### config.mk
export PLATFORM = sky130hd
export DESIGN_NAME = switchOnSeq
export DESIGN_NICKNAME = d
export VERILOG_FILES = /design/src/rtl/seqPkg.sv /design/src/rtl/flagSync.sv /design/src/rtl/seqDatapath.sv /design/src/rtl/seqControl.sv /design/src/rtl/switchOnSeq.sv
export SDC_FILE = /design/constraint.sdc
export NUM_CORES = 1
export LEC_CHECK = 0
export BUFFER_PORTS_ARGS = -buffer_cell sky130_fd_sc_hd__buf_2
export CORE_AREA = 5 5 42 44
export CTS_CLUSTER_SIZE = 14
export DETAILED_ROUTE_END_ITERATION = 8
export DIE_AREA = 0 0 47 49
export GPL_TIMING_DRIVEN = 0
export PLACE_DENSITY_LB_ADDON = 0.1
export SLEW_MARGIN = 10
export SYNTH_ARGS = -nofsm -noshare
export SYNTH_HDL_FRONTEND = slang
export SYNTH_HIERARCHICAL = 1
export SYNTH_SLANG_ARGS = --single-unit
### constraint.sdc
create_clock -name clk -period 3.06 [get_ports clk]
set_input_delay 0.459 -clock clk [delete_from_list [all_inputs] [get_ports clk]]
set_output_delay 0.459 -clock clk [all_outputs]
set_load 0.005 [all_outputs]
### src/rtl/seqPkg.sv
package seqPkg;
  typedef enum logic [1:0] {
    PH_WARM   = 2'd0,
    PH_SETTLE = 2'd1,
    PH_RUN    = 2'd2
  } phase_e;

  typedef struct packed {
    logic fieldEnd;
    logic warmReady;
    logic stableReady;
  } seqStrobe_t;
endpackage

### src/rtl/flagSync.sv
module flagSync #(
  parameter int STAGES = 2
) (
  input  logic clk,
  input  logic rstN,
  input  logic din,
  output logic dout
);
  generate
    if (STAGES == 0) begin : gPass
      assign dout = din;
    end else begin : gChain
      logic [STAGES-1:0] q;
      always_ff @(posedge clk or negedge rstN) begin
        if (!rstN) begin
          q <= '0;
        end else begin
          q[0] <= din;
          for (int i = 1; i < STAGES; i++) q[i] <= q[i-1];
        end
      end
      assign dout = q[STAGES-1];
    end
  endgenerate
endmodule

### src/rtl/seqDatapath.sv
module seqDatapath
  import seqPkg::*;
#(
  parameter int SYNC_STAGES = 2
) (
  input  logic       clk,
  input  logic       rstN,
  input  logic       vBlank,
  input  logic       warmDone,
  input  logic       cutoffStable,
  input  phase_e     phase,
  output seqStrobe_t strobe,
  output logic       lineBlank,
  output logic       monitorPulse,
  output logic       ctrlEnable
);
  logic vbQ;
  logic warmSync;
  logic stableSync;

  flagSync #(.STAGES(SYNC_STAGES)) uWarm (
    .clk(clk), .rstN(rstN), .din(warmDone), .dout(warmSync)
  );
  flagSync #(.STAGES(SYNC_STAGES)) uStable (
    .clk(clk), .rstN(rstN), .din(cutoffStable), .dout(stableSync)
  );

  always_ff @(posedge clk or negedge rstN) begin
    if (!rstN) vbQ <= 1'b0;
    else       vbQ <= vBlank;
  end

  always_comb begin
    strobe.fieldEnd    = vbQ & ~vBlank;
    strobe.warmReady   = warmSync;
    strobe.stableReady = stableSync;
  end

  // Outputs use the registered blanking view so a whole field shifts as one.
  always_comb begin
    lineBlank    = ~vbQ & (phase != PH_RUN);
    monitorPulse = vbQ & (phase == PH_WARM);
    ctrlEnable   = (phase != PH_WARM);
  end
endmodule

### src/rtl/seqControl.sv
module seqControl
  import seqPkg::*;
(
  input  logic       clk,
  input  logic       rstN,
  input  logic       porEvent,
  input  seqStrobe_t strobe,
  output phase_e     phase
);
  phase_e phaseNext;

  always_comb begin
    phaseNext = phase;
    if (porEvent) begin
      phaseNext = PH_WARM;
    end else if (strobe.fieldEnd) begin
      unique case (phase)
        PH_WARM:   if (strobe.warmReady)   phaseNext = PH_SETTLE;
        PH_SETTLE: if (strobe.stableReady) phaseNext = PH_RUN;
        PH_RUN:    phaseNext = PH_RUN;
        default:   phaseNext = PH_WARM;
      endcase
    end else if (phase != PH_WARM && phase != PH_SETTLE && phase != PH_RUN) begin
      phaseNext = PH_WARM;
    end
  end

  always_ff @(posedge clk or negedge rstN) begin
    if (!rstN) phase <= PH_WARM;
    else       phase <= phaseNext;
  end
endmodule

### src/rtl/switchOnSeq.sv
module switchOnSeq
  import seqPkg::*;
#(
  parameter int SYNC_STAGES = 2
) (
  input  logic       clk,
  input  logic       rstN,
  input  logic       porEvent,
  input  logic       vBlank,
  input  logic       warmDone,
  input  logic       cutoffStable,
  output logic       lineBlank,
  output logic       monitorPulse,
  output logic       ctrlEnable,
  output logic [1:0] phaseOut
);
  seqStrobe_t strobe;
  phase_e     phase;

  seqDatapath #(.SYNC_STAGES(SYNC_STAGES)) uDp (
    .clk(clk), .rstN(rstN), .vBlank(vBlank), .warmDone(warmDone),
    .cutoffStable(cutoffStable), .phase(phase), .strobe(strobe),
    .lineBlank(lineBlank), .monitorPulse(monitorPulse), .ctrlEnable(ctrlEnable)
  );

  seqControl uCtl (
    .clk(clk), .rstN(rstN), .porEvent(porEvent), .strobe(strobe), .phase(phase)
  );

  assign phaseOut = phase;
endmodule

==> flow_summary.yaml, run 1 <==
critical_path:
  r2r-start: "uCtl/phase[0]"
  crit_path_end: "monitorPulse"
  crit_path_start_kind: "flop"
  critPathMaxFanout: 7
  crit_type: "flop to output pin"
  rr_worst_depth: 5
  r2r_end: "uCtl/phase[0]"
  reg2reg_setup_slack_ns: 1.64
  worstPathRequired_ns: 2.60
  startpoint: "uCtl/phase[0]"
  cp.arrival_ns: 1.17
  cp-end-kind: "output pin"
cts:
  cts_buffers: 3
  cts_max_level: 1
  cts_buffer_depth: 2
  clk_latency_ns: 0.25
  cts_num_sinks: 7
  post_cts_resize_count: 0
  clk_pin_slew_ns: 0.05
  cts_tree: "yes"
  postCtsHoldBufs: 0
  cts_setup_buffers: 0
  root_buffer: "clkbuf_4"
global_routing:
  grt.total_usage_pct: 7.24
  gr-total-overflow: 0
  grt_first_pass_wirelength_um: 1160
  antenna_found_initial: 0
  grt_start_max_net_pins: 8
  grt_pass1_vias: 293
cells_and_area:
  final_util_pct: 31.4
  nets: 56
  fin_area_um2: 440
  fillers: 164
  antenna_cells: 0
  drive_above_1_share_pct: 37.0
  syn_to_final_growth_pct: 28.0
  stdcell_count: 62
detailed_routing:
  wl_per_cell_um: 10.7
  vias_per_cell: 4.42
  drc_errors: 0
  routed_wl_um: 665
  drtIter0Drc: 3
  dr.pass1.iters: 3
  num_vias: 274
  ant_nets: 0
synth:
  syn_nets: 41
  syn_area_um2: 344
  synth-main-ff-cell: "dfrtp_1"
  synth_edf_count: 0
  synthDistinctLibCells: 16
  ys_warn_count: 6
  synth_seq_cells: 7
  synthArstFlopShare_pct: 100
  syn_area_per_cell_um2: 10.8
  syn_inst: 32
  seq_area_frac_synth_pct: 50.9
floorplan:
  initial_core_util_pct: 24.6
  pin_count: 11
  placementRows: 14
  die_w_um: 47
  die_area_mm2: 0.00230
  die_h_um: 49
  coreArea_mm2: 0.00140
timing:
  period_share_pct: 53.2
  tightest_slew_ns: 0.310
  rsz0062_at_grt: "no"
  finalSetupTns_ns: 0
  hold_viol: 0
  setup-violations-final: 0
  fmax_mhz: 614
  final-max-slew-violation-count: 0
  hold_slack_ns: 0.0292
  fin_crit_ns: 1.63
  maxSlewHeadroom_pct: 79.2
  clock_skew_ns: 0.00529
pwr:
  seq_power_share_pct: 48.9
  internal_power_w: 0.000158
  combPwrFrac_pct: 11.1
  vdd_drop_max_mv: 0.214
  p_clk_share_pct: 40.0
  powerDensity_mw_per_mm2: 463
  swShare_pct: 22.4
  power.leakage_nw: 0.212
  power.switching_w: 0.0000455
place:
  io_buffers: 10
  place_area_um2: 414
  place.gp.congestion: 0.639
  hpwl_um: 562
  dp.cells: 58
status:
  status: "completed"
hold_path:
  min_path_type: "input port to asynchronous set/reset pin"
flow_run:
  maxCapViolCount: 0
==> cells in the mapped netlist (2+ instances only) <==
cell,n,area [µm²]
ha_1,3,37.5
inv_1,5,18.8
dfrtp_1,7,175
buf_4,2,15.0
nor2b_1,2,12.5
nand2b_1,2,12.5
a21oi_1,2,10.0
==> placed cells by master, fill, tap and decap left out, drive strengths merged <==
master	netlist	layout
nand4b	1	1
buf	2	12
a31oi	1	1
or3	1	1
o311ai	1	1
a21oi	2	2
ha	3	3
or2	1	1
nand2b	2	2
clkbuf	0	4
nor2	2	2
o211ai	1	1
nor2b	2	2
dfrtp	7	7
nand4	1	1
inv	5	5
==> worst max-delay path, cell delays in order (launching register included) <==
cell	delay [ns]
dfrtp_1	0.46
or2_4	0.29
nor2_2	0.07
buf_2	0.11
==> power by group through the flow <==
stage	clock network, W	logic, W	registers, W
after floorplan	0	0.0000122	0.000101
after global placement	0	0.0000220	0.000101
after detailed placement	0	0.0000230	0.000101
after CTS	0.0000861	0.0000230	0.0000997
after global routing	0.0000960	0.0000253	0.000100
final	0.0000816	0.0000225	0.0000996
==> cells by family (layout without fill, tap and decap cells) <==
logic type                 after synthesis  after routing  synth area share (%)
adders and majority gates                3              3                  10.9
and+or+nand+nor                         10             10                  18.9
buffers and inverters                    7             21                  9.82
DFF                                      7              7                  50.9
AOI/OAI and AO/OA                        5              5                  9.46
==> worst min-delay path by stage <==
stage / start / to / slack (ns)
3_3_place_gp: rstN / uDp/vbQ / 0.29
3_5_place_dp: rstN / uDp/vbQ / 0.30
2_1_floorplan: rstN / uCtl/phase[0] / 0.16
5_1_grt: rstN / uCtl/phase[0] / 0.02
6_report: rstN / uCtl/phase[0] / 0.03
4_1_cts: rstN / uDp/vbQ / 0.03
==> sequential cells by signal, indices dropped and copies added (netlist names) <==
register	cells
uDp/vbQ	1
uDp/uWarm/gChain.q	2
uDp/uStable/gChain.q	2
uCtl/phase	2
==> metal layers <==
metal	routed length (µm)	GRT usage (%)
met5	0	0
met4	0	2.76
met3	79	5.90
met2	350	11.3
met1	235	6.76
==> metrics by stage <==
| step | total power [W] | worst slack (ns) |
|---|---|---|
| 5_1_grt | 0.000221 | 1.38 |
| 2_1_floorplan | 0.000113 | 1.78 |
| 6_report | 0.000204 | 1.43 |
| 3_3_place_gp | 0.000123 | 1.64 |
| 3_5_place_dp | 0.000124 | 1.62 |
| 4_1_cts | 0.000209 | 1.41 |
==> layout make-up <==
cell class	count	area [µm²]	share of cell area, %
inverters	5	18.8	4.26
multi-input cells	18	135	30.7
repair buffers	10	50.0	11.4
flip-flops and latches	7	175	39.8
clock buffers	4	26.3	5.97
plain buffers	2	15.0	3.41
well taps	16	20.0	4.55
Power figures use the tool's default switching activity.
==> inputs of run 2 (changes only) <==
- clock period: 3.06 -> 1.55 ns (I/O delays scaled with it)
==> run 2 against run 1 <==
Sequential power rose by 98%. Final area rose by 2.3%. Worst hold slack improved by 0.063 ns. Final cell count rose by 1.6%. Wire length rose by 0.15%. Via count rose by 1.5%. Die area did not move. Non-clock buffer count rose by 1. Global-route usage fell by 0.071 points. Count of clock-buffer cells in the layout did not move. Largest cell class unchanged. Largest power group unchanged. Highest routed layer unchanged.
==> flow_summary.yaml, run 2 (synthesis results as in run 1) <==
status:
  status: "completed"
place:
  place.gp.congestion: 0.639
  hpwl_um: 562
  io_buffers: 10
  dp.cells: 58
  dp_slack_ns: 0.119
cells_and_area:
  final_util_pct: 32.1
  reg_top3: "uCtl/phase x2, uDp/uStable/gChain.q x2, uDp/uWarm/gChain.q x2"
  layout_common_cells: "10 x buf_2, 7 x dfrtp_1, 5 x inv_1"
  fillers: 163
  nets: 57
  syn_to_final_growth_pct: 30.9
  stdcell_count: 63
  antenna_cells: 0
  layout_commonest_cell: "buf_2"
  drive_above_1_share_pct: 36.2
critical_path:
  crit_path_start_kind: "flop"
  crit_type: "flop to flop"
  cp-end-kind: "flop"
  worstPathRequired_ns: 1.67
  critPathMaxFanout: 7
  cp.arrival_ns: 1.54
pwr:
  power_w: 0.000404
  seq_power_share_pct: 48.7
  powerDensity_mw_per_mm2: 897
  combPwrFrac_pct: 11.5
  p_clk_share_pct: 39.9
  vdd_drop_max_mv: 0.423
  internal_power_w: 0.000314
  power.switching_w: 0.0000901
  power.leakage_nw: 0.216
  swShare_pct: 22.3
detailed_routing:
  wl_per_cell_um: 10.6
  routed_wl_um: 666
  vias_per_cell: 4.41
  dr.pass1.iters: 3
  drc_errors: 0
  num_vias: 278
  ant_nets: 0
  drtIter0Drc: 3
cts:
  post_cts_resize_count: 0
  clk_pin_slew_ns: 0.05
  cts_setup_buffers: 0
  cts_buffer_depth: 2
  cts_tree: "yes"
  cts_buffers: 3
  root_buffer: "clkbuf_4"
  cts_num_sinks: 7
  clk_latency_ns: 0.25
  postCtsHoldBufs: 1
  cts_max_level: 1
timing:
  tightest_slew_ns: 0.310
  fin_crit_ns: 1.42
  hold_viol: 0
  final-max-slew-violation-count: 0
  setup_slack_ns: 0.131
  fmax_mhz: 705
  period_share_pct: 91.5
  finalSetupTns_ns: 0
  rsz0062_at_grt: "no"
  setup-violations-final: 0
  clock_skew_ns: 0.00529
  maxSlewHeadroom_pct: 79.2
flow_run:
  maxCapViolCount: 0
floorplan:
  pin_count: 11
  die_area_mm2: 0.00230
  die_w_um: 47
  coreArea_mm2: 0.00140
  die_h_um: 49
  placementRows: 14
  initial_core_util_pct: 24.6
global_routing:
  grt_start_max_net_pins: 8
  grt.total_usage_pct: 7.17
  grt_pass1_vias: 289
  grt_first_pass_wirelength_um: 1150
  antenna_found_initial: 0
  gr-total-overflow: 0
hold_path:
  min_path_type: "input port to flop"
run 2: path summary, 6_finish.rpt:
path | slack, ns | endpoint | startpoint | cells past startpoint
hold / removal | 0.09 | uDp/uWarm/gChain.q[0] | warmDone | 1
setup / recovery | 0.13 | uCtl/phase[0] | uCtl/phase[0] | 5
setup reg to reg | 0.13 | uCtl/phase[0] | uCtl/phase[0] | 5
max in group asynchronous | 1.06 | uDp/uStable/gChain.q[0] | rstN | 2
hold reg to reg | 0.35 | uDp/uWarm/gChain.q[1] | uDp/uWarm/gChain.q[0] | 0
min in group asynchronous | 0.34 | uCtl/phase[0] | rstN | 2
run 2: power by group through the flow:
stage	clock [W]	combinational, W	sequential, W
finish	0.000161	0.0000464	0.000197
global route	0.000190	0.0000519	0.000198
CTS	0.000170	0.0000474	0.000197
detailed placement	0	0.0000454	0.000200
global placement	0	0.0000434	0.000199
floorplan	0	0.0000242	0.000199
run 2: layout make-up:
cell class / instances / area, µm² / share of cell area [%]
Tap cell: 16 / 20.0 / 4.44
Clock buffer: 4 / 26.3 / 5.83
Timing Repair Buffer: 11 / 60.1 / 13.3
Sequential cell: 7 / 175 / 38.9
Buffer: 2 / 15.0 / 3.33
Multi-Input combinational cell: 18 / 135 / 30.0
Inverter: 5 / 18.8 / 4.17
run 2: layer usage:
metal | vias up | track usage [%] | wire, µm
met5 | - | 0 | 0
met4 | 0 | 2.76 | 0
met3 | 0 | 5.90 | 79
met2 | 11 | 11.1 | 348
met1 | 134 | 6.76 | 238
li1 | 133 | - | -
run 2: stage by stage:
step / hold WS, ns / instance area [µm²]
after global placement: 0.0669 / 414
after floorplan: -0.0631 / 344
final: 0.0922 / 450
after CTS: 0.0819 / 450
after detailed placement: 0.0727 / 414
after global routing: 0.0720 / 450
run 2: worst max-delay path, cell delays in order (launching register included):
cell      delay, ns
dfrtp_1        0.47
inv_1          0.07
ha_1           0.21
nor2b_1        0.15
o311ai_1       0.26
a21oi_1        0.12
